## src/rtl/rtg_pkg.sv

```systemverilog
package rtg_pkg;
   // field index inside one axis timing set
   localparam int AX_TOTAL       = 0;
   localparam int AX_SYNC_END    = 1;
   localparam int AX_BLANK_END   = 2;
   localparam int AX_ACT_START   = 3;
   localparam int AX_ACT_END     = 4;
   localparam int AX_BLANK_START = 5;
   localparam int AX_FIELDS      = 6;

   localparam int ADDR_W = 5;

   typedef enum logic [ADDR_W-1:0] {
      RA_CTRL      = 5'd0,
      RA_H_BASE    = 5'd1,
      RA_V_BASE    = 5'd7,
      RA_OVS_COL   = 5'd13,
      RA_BLACK_COL = 5'd14,
      RA_FILL_COL  = 5'd15,
      RA_POS       = 5'd16,
      RA_FRAMES    = 5'd17,
      RA_FLAGS     = 5'd18
   } reg_addr_e;

   // control bits
   localparam int CB_RUN   = 0;
   localparam int CB_HPOL  = 1;
   localparam int CB_VPOL  = 2;
   localparam int CB_FILL  = 3;
   localparam int CB_ILACE = 4;
   localparam int CTRL_W   = 5;
endpackage

```

## src/rtl/rtg_regs.sv

```systemverilog
module rtg_regs
   import rtg_pkg::*;
#(
   parameter int CNT_W  = 12,
   parameter int PIX_W  = 24,
   parameter int DATA_W = 24
) (
   input  logic                               clk,
   input  logic                               rst_n,
   input  logic                               wr_en,
   input  logic [ADDR_W-1:0]                  wr_addr,
   input  logic [DATA_W-1:0]                  wr_data,
   input  logic                               frame_end,
   output logic [CTRL_W-1:0]                  ctrl,
   output logic [AX_FIELDS-1:0][CNT_W-1:0]    h_pend,
   output logic [AX_FIELDS-1:0][CNT_W-1:0]    v_pend,
   output logic [AX_FIELDS-1:0][CNT_W-1:0]    h_act,
   output logic [AX_FIELDS-1:0][CNT_W-1:0]    v_act,
   output logic [PIX_W-1:0]                   ovs_col,
   output logic [PIX_W-1:0]                   black_col,
   output logic [PIX_W-1:0]                   fill_col
);
   // stopped raster takes new timing at once, running raster only at the frame wrap
   logic load;
   assign load = !ctrl[CB_RUN] || frame_end;

   always_ff @(posedge clk or negedge rst_n) begin
      if (!rst_n) begin
         ctrl      <= '0;
         h_pend    <= '0;
         v_pend    <= '0;
         h_act     <= '0;
         v_act     <= '0;
         ovs_col   <= '0;
         black_col <= '0;
         fill_col  <= '0;
      end else begin
         if (load) begin
            h_act <= h_pend;
            v_act <= v_pend;
         end
         if (wr_en) begin
            if (wr_addr == RA_CTRL)      ctrl      <= wr_data[CTRL_W-1:0];
            if (wr_addr == RA_OVS_COL)   ovs_col   <= wr_data[PIX_W-1:0];
            if (wr_addr == RA_BLACK_COL) black_col <= wr_data[PIX_W-1:0];
            if (wr_addr == RA_FILL_COL)  fill_col  <= wr_data[PIX_W-1:0];
            for (int i = 0; i < AX_FIELDS; i++) begin
               if (int'(wr_addr) == int'(RA_H_BASE) + i) h_pend[i] <= wr_data[CNT_W-1:0];
               if (int'(wr_addr) == int'(RA_V_BASE) + i) v_pend[i] <= wr_data[CNT_W-1:0];
            end
         end
      end
   end

   // the timing in use is frozen mid-frame while running
   p_active_frozen_r8: assert property (@(posedge clk) disable iff (!rst_n)
      (ctrl[CB_RUN] && !frame_end) |=> ($stable(h_act) && $stable(v_act)));
endmodule

```

## src/rtl/rtg_counters.sv

```systemverilog
module rtg_counters #(
   parameter int CNT_W   = 12,
   parameter int FRAME_W = 16
) (
   input  logic               clk,
   input  logic               rst_n,
   input  logic               run,
   input  logic [CNT_W-1:0]   h_total,
   input  logic [CNT_W-1:0]   v_total,
   input  logic [CNT_W-1:0]   v_blank_start,
   output logic [CNT_W-1:0]   h_cnt,
   output logic [CNT_W-1:0]   v_cnt,
   output logic [FRAME_W-1:0] frames,
   output logic               frame_end
);
   logic             h_wrap, v_wrap;
   logic [CNT_W-1:0] v_next;

   // >= so that a shortened total never strands the counter above it
   assign h_wrap    = h_cnt >= h_total;
   assign v_wrap    = v_cnt >= v_total;
   assign v_next    = v_wrap ? '0 : v_cnt + 1'b1;
   assign frame_end = run && h_wrap && v_wrap;

   always_ff @(posedge clk or negedge rst_n) begin
      if (!rst_n) begin
         h_cnt  <= '0;
         v_cnt  <= '0;
         frames <= '0;
      end else if (run) begin
         if (h_wrap) begin
            h_cnt <= '0;
            v_cnt <= v_next;
            if (v_next == v_blank_start) frames <= frames + 1'b1;
         end else begin
            h_cnt <= h_cnt + 1'b1;
         end
      end
   end

   p_h_step_r1: assert property (@(posedge clk) disable iff (!rst_n)
      (run && !h_wrap) |=> (h_cnt == $past(h_cnt) + 1'b1) && $stable(v_cnt));
   p_stop_hold_r6: assert property (@(posedge clk) disable iff (!rst_n)
      !run |=> ($stable(h_cnt) && $stable(v_cnt) && $stable(frames)));
   p_frame_step_r7: assert property (@(posedge clk) disable iff (!rst_n)
      !$stable(frames) |-> ((h_cnt == '0) && (frames == $past(frames) + 1'b1)));
endmodule

```

## src/rtl/rtg_axis.sv

```systemverilog
module rtg_axis
   import rtg_pkg::*;
#(
   parameter int CNT_W = 12
) (
   input  logic [CNT_W-1:0]                pos,
   input  logic [AX_FIELDS-1:0][CNT_W-1:0] cfg,
   output logic                            sync_on,
   output logic                            blank,
   output logic                            active
);
   assign sync_on = pos < cfg[AX_SYNC_END];
   assign blank   = (pos < cfg[AX_BLANK_END]) || (pos >= cfg[AX_BLANK_START]);
   assign active  = (pos >= cfg[AX_ACT_START]) && (pos < cfg[AX_ACT_END]);
endmodule

```

## src/rtl/rtg_pixmux.sv

```systemverilog
module rtg_pixmux #(
   parameter int COMP_W = 8,
   parameter int NCOMP  = 3
) (
   input  logic                    fill_en,
   input  logic                    blank,
   input  logic                    border,
   input  logic [NCOMP*COMP_W-1:0] pix_in,
   input  logic [NCOMP*COMP_W-1:0] ovs_col,
   input  logic [NCOMP*COMP_W-1:0] black_col,
   input  logic [NCOMP*COMP_W-1:0] fill_col,
   output logic [NCOMP*COMP_W-1:0] pix_out
);
   // one selector per colour component, low component is B/Cb
   for (genvar c = 0; c < NCOMP; c++) begin : g_comp
      assign pix_out[c*COMP_W +: COMP_W] =
         fill_en ? fill_col[c*COMP_W +: COMP_W]  :
         blank   ? black_col[c*COMP_W +: COMP_W] :
         border  ? ovs_col[c*COMP_W +: COMP_W]   :
                   pix_in[c*COMP_W +: COMP_W];
   end
endmodule

```

## src/rtl/raster_tgen.sv

```systemverilog
module raster_tgen
   import rtg_pkg::*;
#(
   parameter int CNT_W      = 12,
   parameter int COMP_W     = 8,
   parameter int FRAME_W    = 16,
   parameter int MIN_HBLANK = 56,
   parameter int MIN_PORCH  = 4,
   localparam int PIX_W     = 3 * COMP_W,
   localparam int DATA_W    = (PIX_W > 2*CNT_W) ? ((PIX_W > FRAME_W) ? PIX_W : FRAME_W)
                                                : ((2*CNT_W > FRAME_W) ? 2*CNT_W : FRAME_W)
) (
   input  logic                clk,
   input  logic                rst_n,
   input  logic                wr_en,
   input  logic [ADDR_W-1:0]   wr_addr,
   input  logic [DATA_W-1:0]   wr_data,
   input  logic [ADDR_W-1:0]   rd_addr,
   output logic [DATA_W-1:0]   rd_data,
   input  logic [PIX_W-1:0]    pix_in,
   output logic                hsync,
   output logic                vsync,
   output logic                hblank,
   output logic                vblank,
   output logic                de,
   output logic                border,
   output logic [PIX_W-1:0]    pix_out,
   output logic [CNT_W-1:0]    h_pos,
   output logic [CNT_W-1:0]    v_pos,
   output logic [FRAME_W-1:0]  frame_cnt,
   output logic                timing_err
);
   localparam int EW = CNT_W + 2;

   if (CNT_W < 4 || CNT_W > 16) begin : g_bad_cnt
      $error("raster_tgen: CNT_W out of range");
   end
   if (COMP_W < 1) begin : g_bad_comp
      $error("raster_tgen: COMP_W must be positive");
   end
   if (MIN_HBLANK >= (1 << CNT_W)) begin : g_bad_hblank
      $error("raster_tgen: MIN_HBLANK exceeds counter range");
   end

   logic [CTRL_W-1:0]               ctrl;
   logic [AX_FIELDS-1:0][CNT_W-1:0] h_pend, v_pend, h_act, v_act;
   logic [PIX_W-1:0]                ovs_col, black_col, fill_col;
   logic                            frame_end;
   logic                            h_sync_on, v_sync_on, h_blank, v_blank, h_in, v_in;
   logic                            any_blank;

   rtg_regs #(.CNT_W(CNT_W), .PIX_W(PIX_W), .DATA_W(DATA_W)) u_regs (
      .clk(clk), .rst_n(rst_n), .wr_en(wr_en), .wr_addr(wr_addr), .wr_data(wr_data),
      .frame_end(frame_end), .ctrl(ctrl), .h_pend(h_pend), .v_pend(v_pend),
      .h_act(h_act), .v_act(v_act), .ovs_col(ovs_col), .black_col(black_col),
      .fill_col(fill_col)
   );

   rtg_counters #(.CNT_W(CNT_W), .FRAME_W(FRAME_W)) u_cnt (
      .clk(clk), .rst_n(rst_n), .run(ctrl[CB_RUN]),
      .h_total(h_act[AX_TOTAL]), .v_total(v_act[AX_TOTAL]),
      .v_blank_start(v_act[AX_BLANK_START]),
      .h_cnt(h_pos), .v_cnt(v_pos), .frames(frame_cnt), .frame_end(frame_end)
   );

   rtg_axis #(.CNT_W(CNT_W)) u_h_axis (
      .pos(h_pos), .cfg(h_act), .sync_on(h_sync_on), .blank(h_blank), .active(h_in));
   rtg_axis #(.CNT_W(CNT_W)) u_v_axis (
      .pos(v_pos), .cfg(v_act), .sync_on(v_sync_on), .blank(v_blank), .active(v_in));

   assign any_blank = h_blank || v_blank;
   assign hsync     = h_sync_on ^ ctrl[CB_HPOL];
   assign vsync     = v_sync_on ^ ctrl[CB_VPOL];
   assign hblank    = h_blank;
   assign vblank    = v_blank;
   assign de        = h_in && v_in && !any_blank;
   assign border    = !any_blank && !(h_in && v_in);

   rtg_pixmux #(.COMP_W(COMP_W), .NCOMP(3)) u_mux (
      .fill_en(ctrl[CB_FILL]), .blank(any_blank), .border(border), .pix_in(pix_in),
      .ovs_col(ovs_col), .black_col(black_col), .fill_col(fill_col), .pix_out(pix_out));

   // sanity check of the programmed (not yet active) horizontal timing
   logic [EW-1:0] h_len, h_fp, h_blank_len, h_bp;
   logic          porch_err;
   assign h_len       = EW'(h_pend[AX_TOTAL]) + 1'b1;
   assign h_fp        = h_len - EW'(h_pend[AX_BLANK_START]);
   assign h_blank_len = h_fp + EW'(h_pend[AX_BLANK_END]);
   assign h_bp        = EW'(h_pend[AX_BLANK_END]) - EW'(h_pend[AX_SYNC_END]);

   if (MIN_PORCH > 0) begin : g_porch_chk
      assign porch_err = (h_fp < EW'(MIN_PORCH)) || (h_bp < EW'(MIN_PORCH));
   end else begin : g_porch_off
      assign porch_err = 1'b0;
   end
   assign timing_err = (h_blank_len < EW'(MIN_HBLANK)) || porch_err;

   always_comb begin
      rd_data = '0;
      for (int i = 0; i < AX_FIELDS; i++) begin
         if (int'(rd_addr) == int'(RA_H_BASE) + i) rd_data[CNT_W-1:0] = h_pend[i];
         if (int'(rd_addr) == int'(RA_V_BASE) + i) rd_data[CNT_W-1:0] = v_pend[i];
      end
      case (rd_addr)
         RA_CTRL:      rd_data[CTRL_W-1:0]  = ctrl;
         RA_OVS_COL:   rd_data[PIX_W-1:0]   = ovs_col;
         RA_BLACK_COL: rd_data[PIX_W-1:0]   = black_col;
         RA_FILL_COL:  rd_data[PIX_W-1:0]   = fill_col;
         RA_POS:       rd_data[2*CNT_W-1:0] = {v_pos, h_pos};
         RA_FRAMES:    rd_data[FRAME_W-1:0] = frame_cnt;
         RA_FLAGS:     rd_data[1:0]         = {timing_err, v_blank};
         default:      ;
      endcase
   end

   p_fill_wins_r5: assert property (@(posedge clk) disable iff (!rst_n)
      ctrl[CB_FILL] |-> (pix_out == fill_col));
   p_blank_black_r5: assert property (@(posedge clk) disable iff (!rst_n)
      (!ctrl[CB_FILL] && (hblank || vblank)) |-> (pix_out == black_col));
   p_de_window_r3: assert property (@(posedge clk) disable iff (!rst_n)
      de |-> ((h_pos >= h_act[AX_ACT_START]) && (h_pos < h_act[AX_ACT_END])
              && (v_pos >= v_act[AX_ACT_START]) && (v_pos < v_act[AX_ACT_END])));
endmodule

```

## config.mk

```make
export PLATFORM = sky130hd
export DESIGN_NAME = raster_tgen
export DESIGN_NICKNAME = d
export VERILOG_FILES = /design/src/rtl/rtg_pkg.sv /design/src/rtl/rtg_regs.sv /design/src/rtl/rtg_counters.sv /design/src/rtl/rtg_axis.sv /design/src/rtl/rtg_pixmux.sv /design/src/rtl/raster_tgen.sv
export SDC_FILE = /design/constraint.sdc
export NUM_CORES = 1
export LEC_CHECK = 0
export BUFFER_PORTS_ARGS = -buffer_cell sky130_fd_sc_hd__buf_2
export CORE_MARGIN = 3
export CORE_UTILIZATION = 57
export CTS_BUF_LIST = sky130_fd_sc_hd__clkbuf_8
export DETAILED_ROUTE_END_ITERATION = 6
export PLACE_DENSITY = 0.77
export SLEW_MARGIN = 15
export SYNTH_ARGS = -nofsm -noshare
export SYNTH_HDL_FRONTEND = slang
export SYNTH_HIERARCHICAL = 1
export SYNTH_SLANG_ARGS = --single-unit
```

## constraint.sdc

```tcl
create_clock -name clk -period 4.4 [get_ports clk]
set_input_delay 0.66 -clock clk [delete_from_list [all_inputs] [get_ports clk]]
set_output_delay 0.66 -clock clk [all_outputs]
set_load 0.02 [all_outputs]
```

==> flow_summary_export.csv, run 1 <==
group,metric,value,unit
yosys,yosysUniqueCellTypes,98,
power,ir_drop,0.4745,mV
placement,hpwl,58.69,mm
critical_path,rrSetupSlack,0.39,ns
route,drtIter0Drc,2143,
critical_path,worstSetupPathType,"register to output port",
grt,gr-total-overflow,0,
power,switchingPower,0.005399,W
floorplan,rows,75,
critical_path,worst_ep_arrival_time,4.64,ns
route,wl_per_cell,26.63,µm
finish,fillers,3126,
yosys,synth_edf_count,0,
yosys,synthDominantCellAreaShare,41.50,%
timing,slew_headroom,24.64,%
cts,cts_tree,"done",
route,dr_total_vias,19880,
timing,tightest_slew,1.119,ns
timing,max_freq,188.6,MHz
grt,antenna_found_initial,7,
status,status,"finished, violations left",
floorplan,start_util,57.96,%
critical_path,cp-start-kind,"register",
finish,post-route-util,67.77,%
power,swShare,36.99,%
route,drc_errors,0,
timing,finalSetupViolations,21,
critical_path,timing.rr.start,"u_cnt/h_cnt[3]",
power,p_seq_share,36.9,%
yosys,ys_seq_area_share,41.50,%
timing,drv_slew,0,
floorplan,die-area,45360,µm²
yosys,synth_nets,2425,
flow_run,drv_cap,0,
cts,numCtsBuffers,70,
yosys,yosys_warnings,6,
timing,fin_crit_sh,120.5,%
yosys,syn_area_per_cell,11.23,µm²
yosys,synthFlopType,"dfrtp_1",
yosys,synth_area,24420,µm²
critical_path,cp_max_fo,3,
power,total_power,0.01460,W
route,wirelength,81.25,mm
finish,drive_gt1_share,35.06,%
route,firstDrtPassIters,6,
worst_hold_path,hold_class,"input port to asynchronous set/reset pin",
grt,first_global_vias,19930,
timing,layout_setup_ws,-0.9028,ns
critical_path,cp.required,3.74,ns
yosys,netlist.top_cell.by_area,"dfrtp_1",
grt,track_usage,35.24,%
status,violations,"negative setup slack",
floorplan,die_w,213.0,µm
finish,final_cell_count_no_fill,3051,
placement,pre_cts_ws,-0.4338,ns
power,p_int,0.009196,W
cts,cts.sinks,405,
cts,cts.hold.buffers_added,0,
cts,clk_path_buf_depth,3,
power,combPwrFrac,39.1,%
finish,regArea,10140,µm²
yosys,synth_common_cells,"dfrtp_1 (405), mux2_2 (318), ha_1 (187)",
yosys,synth_seq_cells,405,
grt,grt_pass1_wl,120.2,mm
timing,holdWs,0.01157,ns
critical_path,reg2reg_depth,11,
critical_path,startpoint,"u_regs/h_pend[1]",
timing,clock_skew,0.02619,ns
finish,area_growth,16.92,%
finish,multi_input_area,13370,µm²
finish,nNetsFinal,2709,
route,drtAntennaViolNets,0,
placement,dp_cells,2901,
route,vias_per_cell,6.517,
timing,rsz0062_at_grt,"yes",
cts,clock_latency,0.65,ns
critical_path,crit_end,"rd_data[1]",
grt,grt_max_degree,106,
power,leakagePower,13.86,nW
floorplan,core,42130,µm²
yosys,async_flop_share,100.0,%
yosys,yosys-top-cells-area,"dfrtp_1 (42%), mux2_2 (15%), ha_1 (9.6%)",
floorplan,chipHeight,213.0,µm
yosys,synth_most_common_cell,"dfrtp_1",
cts,cts_root_buffer,"clkbuf_8",
cts,clk_pin_slew,0.07,ns
floorplan,ioPinCount,156,
cts,cts.htree.levels,3,
timing,hold_viol,0,
yosys,syn_inst,2175,
critical_path,timing.rr.end,"u_cnt/frames[1]",
timing,finalCriticalPeriod,5.303,ns
power,power_density,511.2,nW/µm²
critical_path,worstSetupEndpointType,"output port",
power,clockPowerShare,24.1,%
placement,place_congestion,0.9671,
placement,io_buffer_count,155,
[state kept, by name, indices dropped and copies added, names as in the netlist]
signal            count
u_cnt/frames         16
u_regs/ovs_col       24
u_regs/v_act         72
u_cnt/h_cnt          12
u_regs/ctrl           5
u_regs/h_act         72
u_regs/black_col     24
u_regs/fill_col      24
u_regs/v_pend        72
u_regs/h_pend        72
u_cnt/v_cnt          12
[cells in the final DEF (no fill, tap or decap), drive strengths merged, types with 36 or more instances in the layout]
master,n
dfrtp,405
mux2,370
buf,314
inv,200
ha,187
clkbuf,88
nor2,87
nand2,82
a21oi,62
o21ai,53
a22oi,44
nor2b,43
nand4,39
a21o,37
nand3,36
a211oi,36
[worst min path at each step]
stage	start	end	slack (ns)	cells after the start
2_1_floorplan	rst_n	u_cnt/frames[0]	0.36	0
3_3_place_gp	u_regs/h_act[48]	u_regs/h_act[48]	0.48	1
3_5_place_dp	u_regs/v_act[24]	u_regs/v_act[24]	0.48	1
4_1_cts	rst_n	u_regs/v_act[30]	0.03	1
5_1_grt	rst_n	u_regs/v_act[30]	0.05	1
6_report	rst_n	u_regs/v_act[30]	0.01	1
[through the flow]
stage / setup TNS [ns] / instance area (µm²)
global placement: -0.2776 / 26530
finish: -3.935 / 28550
CTS: -3.494 / 28390
detailed placement: -0.6555 / 26530
floorplan: -0.1435 / 24450
global route: -6.864 / 28550
[repair_timing]
action	in CTS	in global routing
resized for setup	54	43
pin swaps	32	22
endpoints found under the hold margin	0	0
buffers inserted	20	11
gates cloned	3	1
setup endpoints to repair	27	26
[cell type report]
cell class | count | share of cell area (%)
tap | 539 | 2.362
timing repair buffer | 315 | 7.936
sequential | 405 | 35.51
inverter | 180 | 2.366
clock inverter | 36 | 0.7713
clock buffer | 87 | 4.194
antenna | 2 | 0.01753
multi-input combinational | 1487 | 46.84
[critical path, stage by stage, from the launching register on]
cell and delay [ns]:
dfrtp_1 0.35, inv_1 0.05, ha_1 0.29, inv_1 0.07
ha_2 0.18, inv_2 0.04, fa_2 0.33, and2b_1 0.25
o22ai_2 0.09, xnor2_2 0.15, ha_1 0.32, and2_4 0.15
o21a_1 0.16, a211o_1 0.27, a221oi_4 0.30, mux2i_1 0.24
nor3_1 0.07, a41o_2 0.29, a211o_1 0.25, buf_2 0.16
[logic make-up (layout without fill, tap and decap cells)]
group | count (synthesis) | in the layout | synth area share [%]
mux | 402 | 402 | 18.83
xor+xnor | 50 | 50 | 1.850
other cells | 0 | 2 | 0
simple gates | 421 | 421 | 9.643
flops | 405 | 405 | 41.50
compound gates | 424 | 424 | 13.33
buf+inv | 283 | 618 | 5.057
fa+ha+maj | 190 | 190 | 9.786
[layer usage]
metal / vias to the layer above / routed length, µm / track usage [%]
met3: 277 / 7875 / 8.537
met4: 6 / 4300 / 16.79
met1: 9953 / 33180 / 48.35
li1: 8581 / - / -
met2: 1066 / 35850 / 52.86
met5: - / 45 / 0
[power groups by stage]
stage,Combinational (W),Clock (W),Sequential [W]
floorplan,0.00359,0,0.00509
global placement,0.00508,0,0.00533
detailed placement,0.00530,0,0.00539
CTS,0.00553,0.00355,0.00533
global route,0.00617,0.00373,0.00545
finish,0.00570,0.00351,0.00538
Power figures use the tool's default switching activity.
==> run 2: changes to the inputs <==
--- a/config.mk
+++ b/config.mk
@@ -6,8 +6,10 @@
 export NUM_CORES = 1
 export LEC_CHECK = 0
 export BUFFER_PORTS_ARGS = -buffer_cell sky130_fd_sc_hd__buf_2
+export CELL_PAD_IN_SITES_DETAIL_PLACEMENT = 1
+export CELL_PAD_IN_SITES_GLOBAL_PLACEMENT = 1
 export CORE_MARGIN = 3
-export CORE_UTILIZATION = 57
+export CORE_UTILIZATION = 46
 export CTS_BUF_LIST = sky130_fd_sc_hd__clkbuf_8
 export DETAILED_ROUTE_END_ITERATION = 6
 export PLACE_DENSITY = 0.77
==> run 2 against run 1 <==
  * Critical path depth did not move
  * Final cell count rose by 5.3%
  * Combinational power rose by 4.9%
  * The flow still finishes with violations (negative setup slack)
  * Global-route usage fell by 2.7 points
  * Critical path type unchanged
  * Register-to-register slack improved by 0.11 ns
==> flow_summary_export.csv, run 2 (synthesis results as in run 1) <==
group,metric,value,unit
placement,hpwl,66.73,mm
critical_path,timing.rr.end,"u_cnt/frames[1]",
cts,cts_root_buffer,"clkbuf_8",
floorplan,die-area,55890,µm²
cts,numCtsBuffers,74,
status,status,"finished, violations left",
critical_path,cp.required,3.74,ns
grt,grt_max_degree,116,
cts,clk_pin_slew,0.06,ns
timing,tightest_slew,1.014,ns
cts,cts_tree,"done",
power,power_density,522.6,nW/µm²
cts,cts.hold.buffers_added,0,
power,leakagePower,14.02,nW
route,drc_errors,0,
cts,cts.sinks,405,
timing,slew_headroom,32.41,%
critical_path,worst_ep_arrival_time,4.69,ns
timing,max_freq,186.8,MHz
floorplan,core,51920,µm²
finish,layout_common_cells,"dfrtp_1 (395), mux2_2 (318), inv_1 (197)",
critical_path,rrSetupSlack,0.50,ns
flow_run,drv_cap,0,
critical_path,reg2reg_depth,12,
status,violations,"negative setup slack",
grt,first_global_vias,21390,
floorplan,chipHeight,236.4,µm
worst_hold_path,hold_class,"input port to asynchronous set/reset pin",
placement,pre_cts_ws,-0.3835,ns
timing,layout_setup_ws,-0.9521,ns
critical_path,timing.rr.start,"u_cnt/v_cnt[2]",
finish,drive_gt1_share,36.37,%
floorplan,ioPinCount,156,
finish,fillers,5461,
placement,io_buffer_count,155,
cts,clk_path_buf_depth,3,
timing,finalSetupViolations,26,
floorplan,rows,83,
grt,grt_pass1_wl,136.9,mm
timing,hold_viol,0,
route,drtAntennaViolNets,0,
cts,cts.htree.levels,3,
critical_path,worstSetupPathType,"register to output port",
critical_path,cp_max_fo,3,
cts,clock_latency,0.70,ns
grt,antenna_found_initial,10,
critical_path,worstSetupEndpointType,"output port",
floorplan,start_util,47.03,%
route,wl_per_cell,29.33,µm
timing,fin_crit_sh,121.6,%
finish,nNetsFinal,2720,
grt,track_usage,32.50,%
finish,area_growth,19.51,%
critical_path,cp-start-kind,"register",
timing,clock_skew,0.07099,ns
route,dr_total_vias,20350,
floorplan,die_w,236.4,µm
timing,drv_slew,0,
route,wirelength,94.21,mm
finish,final_common_cell,"dfrtp_1",
placement,place_congestion,0.9678,
grt,gr-total-overflow,0,
timing,finalCriticalPeriod,5.352,ns
route,firstDrtPassIters,6,
timing,holdWs,0.09631,ns
route,vias_per_cell,6.336,
route,drtIter0Drc,1679,
timing,rsz0062_at_grt,"yes",
power,ir_drop,0.4457,mV
run 2: cell types whose count changed in the layout (fill, tap and decap cells not counted), moves of 6 or more:
cell      before  now
clkbuf_8      87   95
dfrtp_1      401  395
dfrtp_2        4   10
mux2i_1       22   16
mux2i_4        4   10
run 2: area by class of cell:
class                           instances  area [µm²]  area share, %
Antenna cell                            5       12.51        0.04287
Clock buffer                           95        1308          4.480
Clock inverter                         38       251.5         0.8617
Inverter                              180       675.6          2.315
Multi-Input combinational cell       1487       13550          46.44
Sequential cell                       405       10150          34.77
Tap cell                              680       850.8          2.915
Timing Repair Buffer                  322        2385          8.172
run 2: worst max-delay path by stage:
stage,from,end,slack (ns),depth (start not counted)
floorplan,u_regs/h_pend[1],rd_data[1],-0.14,18
global placement,u_regs/h_pend[2],rd_data[1],-0.22,14
detailed placement,u_regs/h_pend[62],rd_data[1],-0.38,15
CTS,u_regs/h_pend[1],rd_data[1],-0.96,19
global route,u_regs/h_pend[1],rd_data[1],-1.19,20
finish,u_regs/h_pend[1],rd_data[1],-0.95,19
run 2: stage by stage:
| step | power, W | util, % | cell area [µm²] | std cells | setup TNS [ns] |
|---|---|---|---|---|---|
| after global routing | 0.01600 | 56.19 | 29180 | 3209 | -6.396 |
| after CTS | 0.01502 | 55.83 | 28990 | 3205 | -4.245 |
| after floorplan | 0.008677 | - | 24450 | 2175 | -0.1435 |
| final | 0.01525 | 56.20 | 29180 | 3212 | -4.996 |
| after detailed placement | 0.01089 | 51.40 | 26690 | 3043 | -0.6001 |
| after global placement | 0.01048 | 51.40 | 26690 | 3043 | -0.2716 |
run 2: per-layer routing:
layer  global-route usage (%)  vias to the layer above  part of all wire (%)
li1                         -                     8596                     -
met1                    41.97                    10500                    40
met2                    51.45                      961                    46
met3                    8.640                      283                   8.7
met4                    14.18                       12                   5.0
met5                        0                        -                  0.12
run 2: where the power goes:
part	internal, W	switching, W	total (W)
logic	0.00283	0.00315	0.00598
clock network	0.00203	0.00178	0.00381
registers	0.00454	0.000925	0.00547
total	0.00940	0.00585	0.0153
run 2: worst max-delay path, stage by stage (launching register included):
cell      delay (ns)
dfrtp_1         0.34
inv_1           0.05
ha_1            0.28
inv_1           0.06
ha_2            0.18
inv_2           0.04
fa_2            0.33
and2b_2         0.26
o22ai_2         0.08
xnor2_2         0.16
ha_1            0.31
and2_4          0.16
o21a_1          0.17
a211o_1         0.27
a221oi_4        0.34
mux2i_1         0.24
nor3_1          0.07
a41o_2          0.26
a211o_1         0.28
buf_6           0.14
run 2: timing repair:
item	CTS	global route
setup endpoints to repair	26	26
cloned	5	1
setup buffers	24	9
pin swaps	33	22
gates resized for setup	97	52
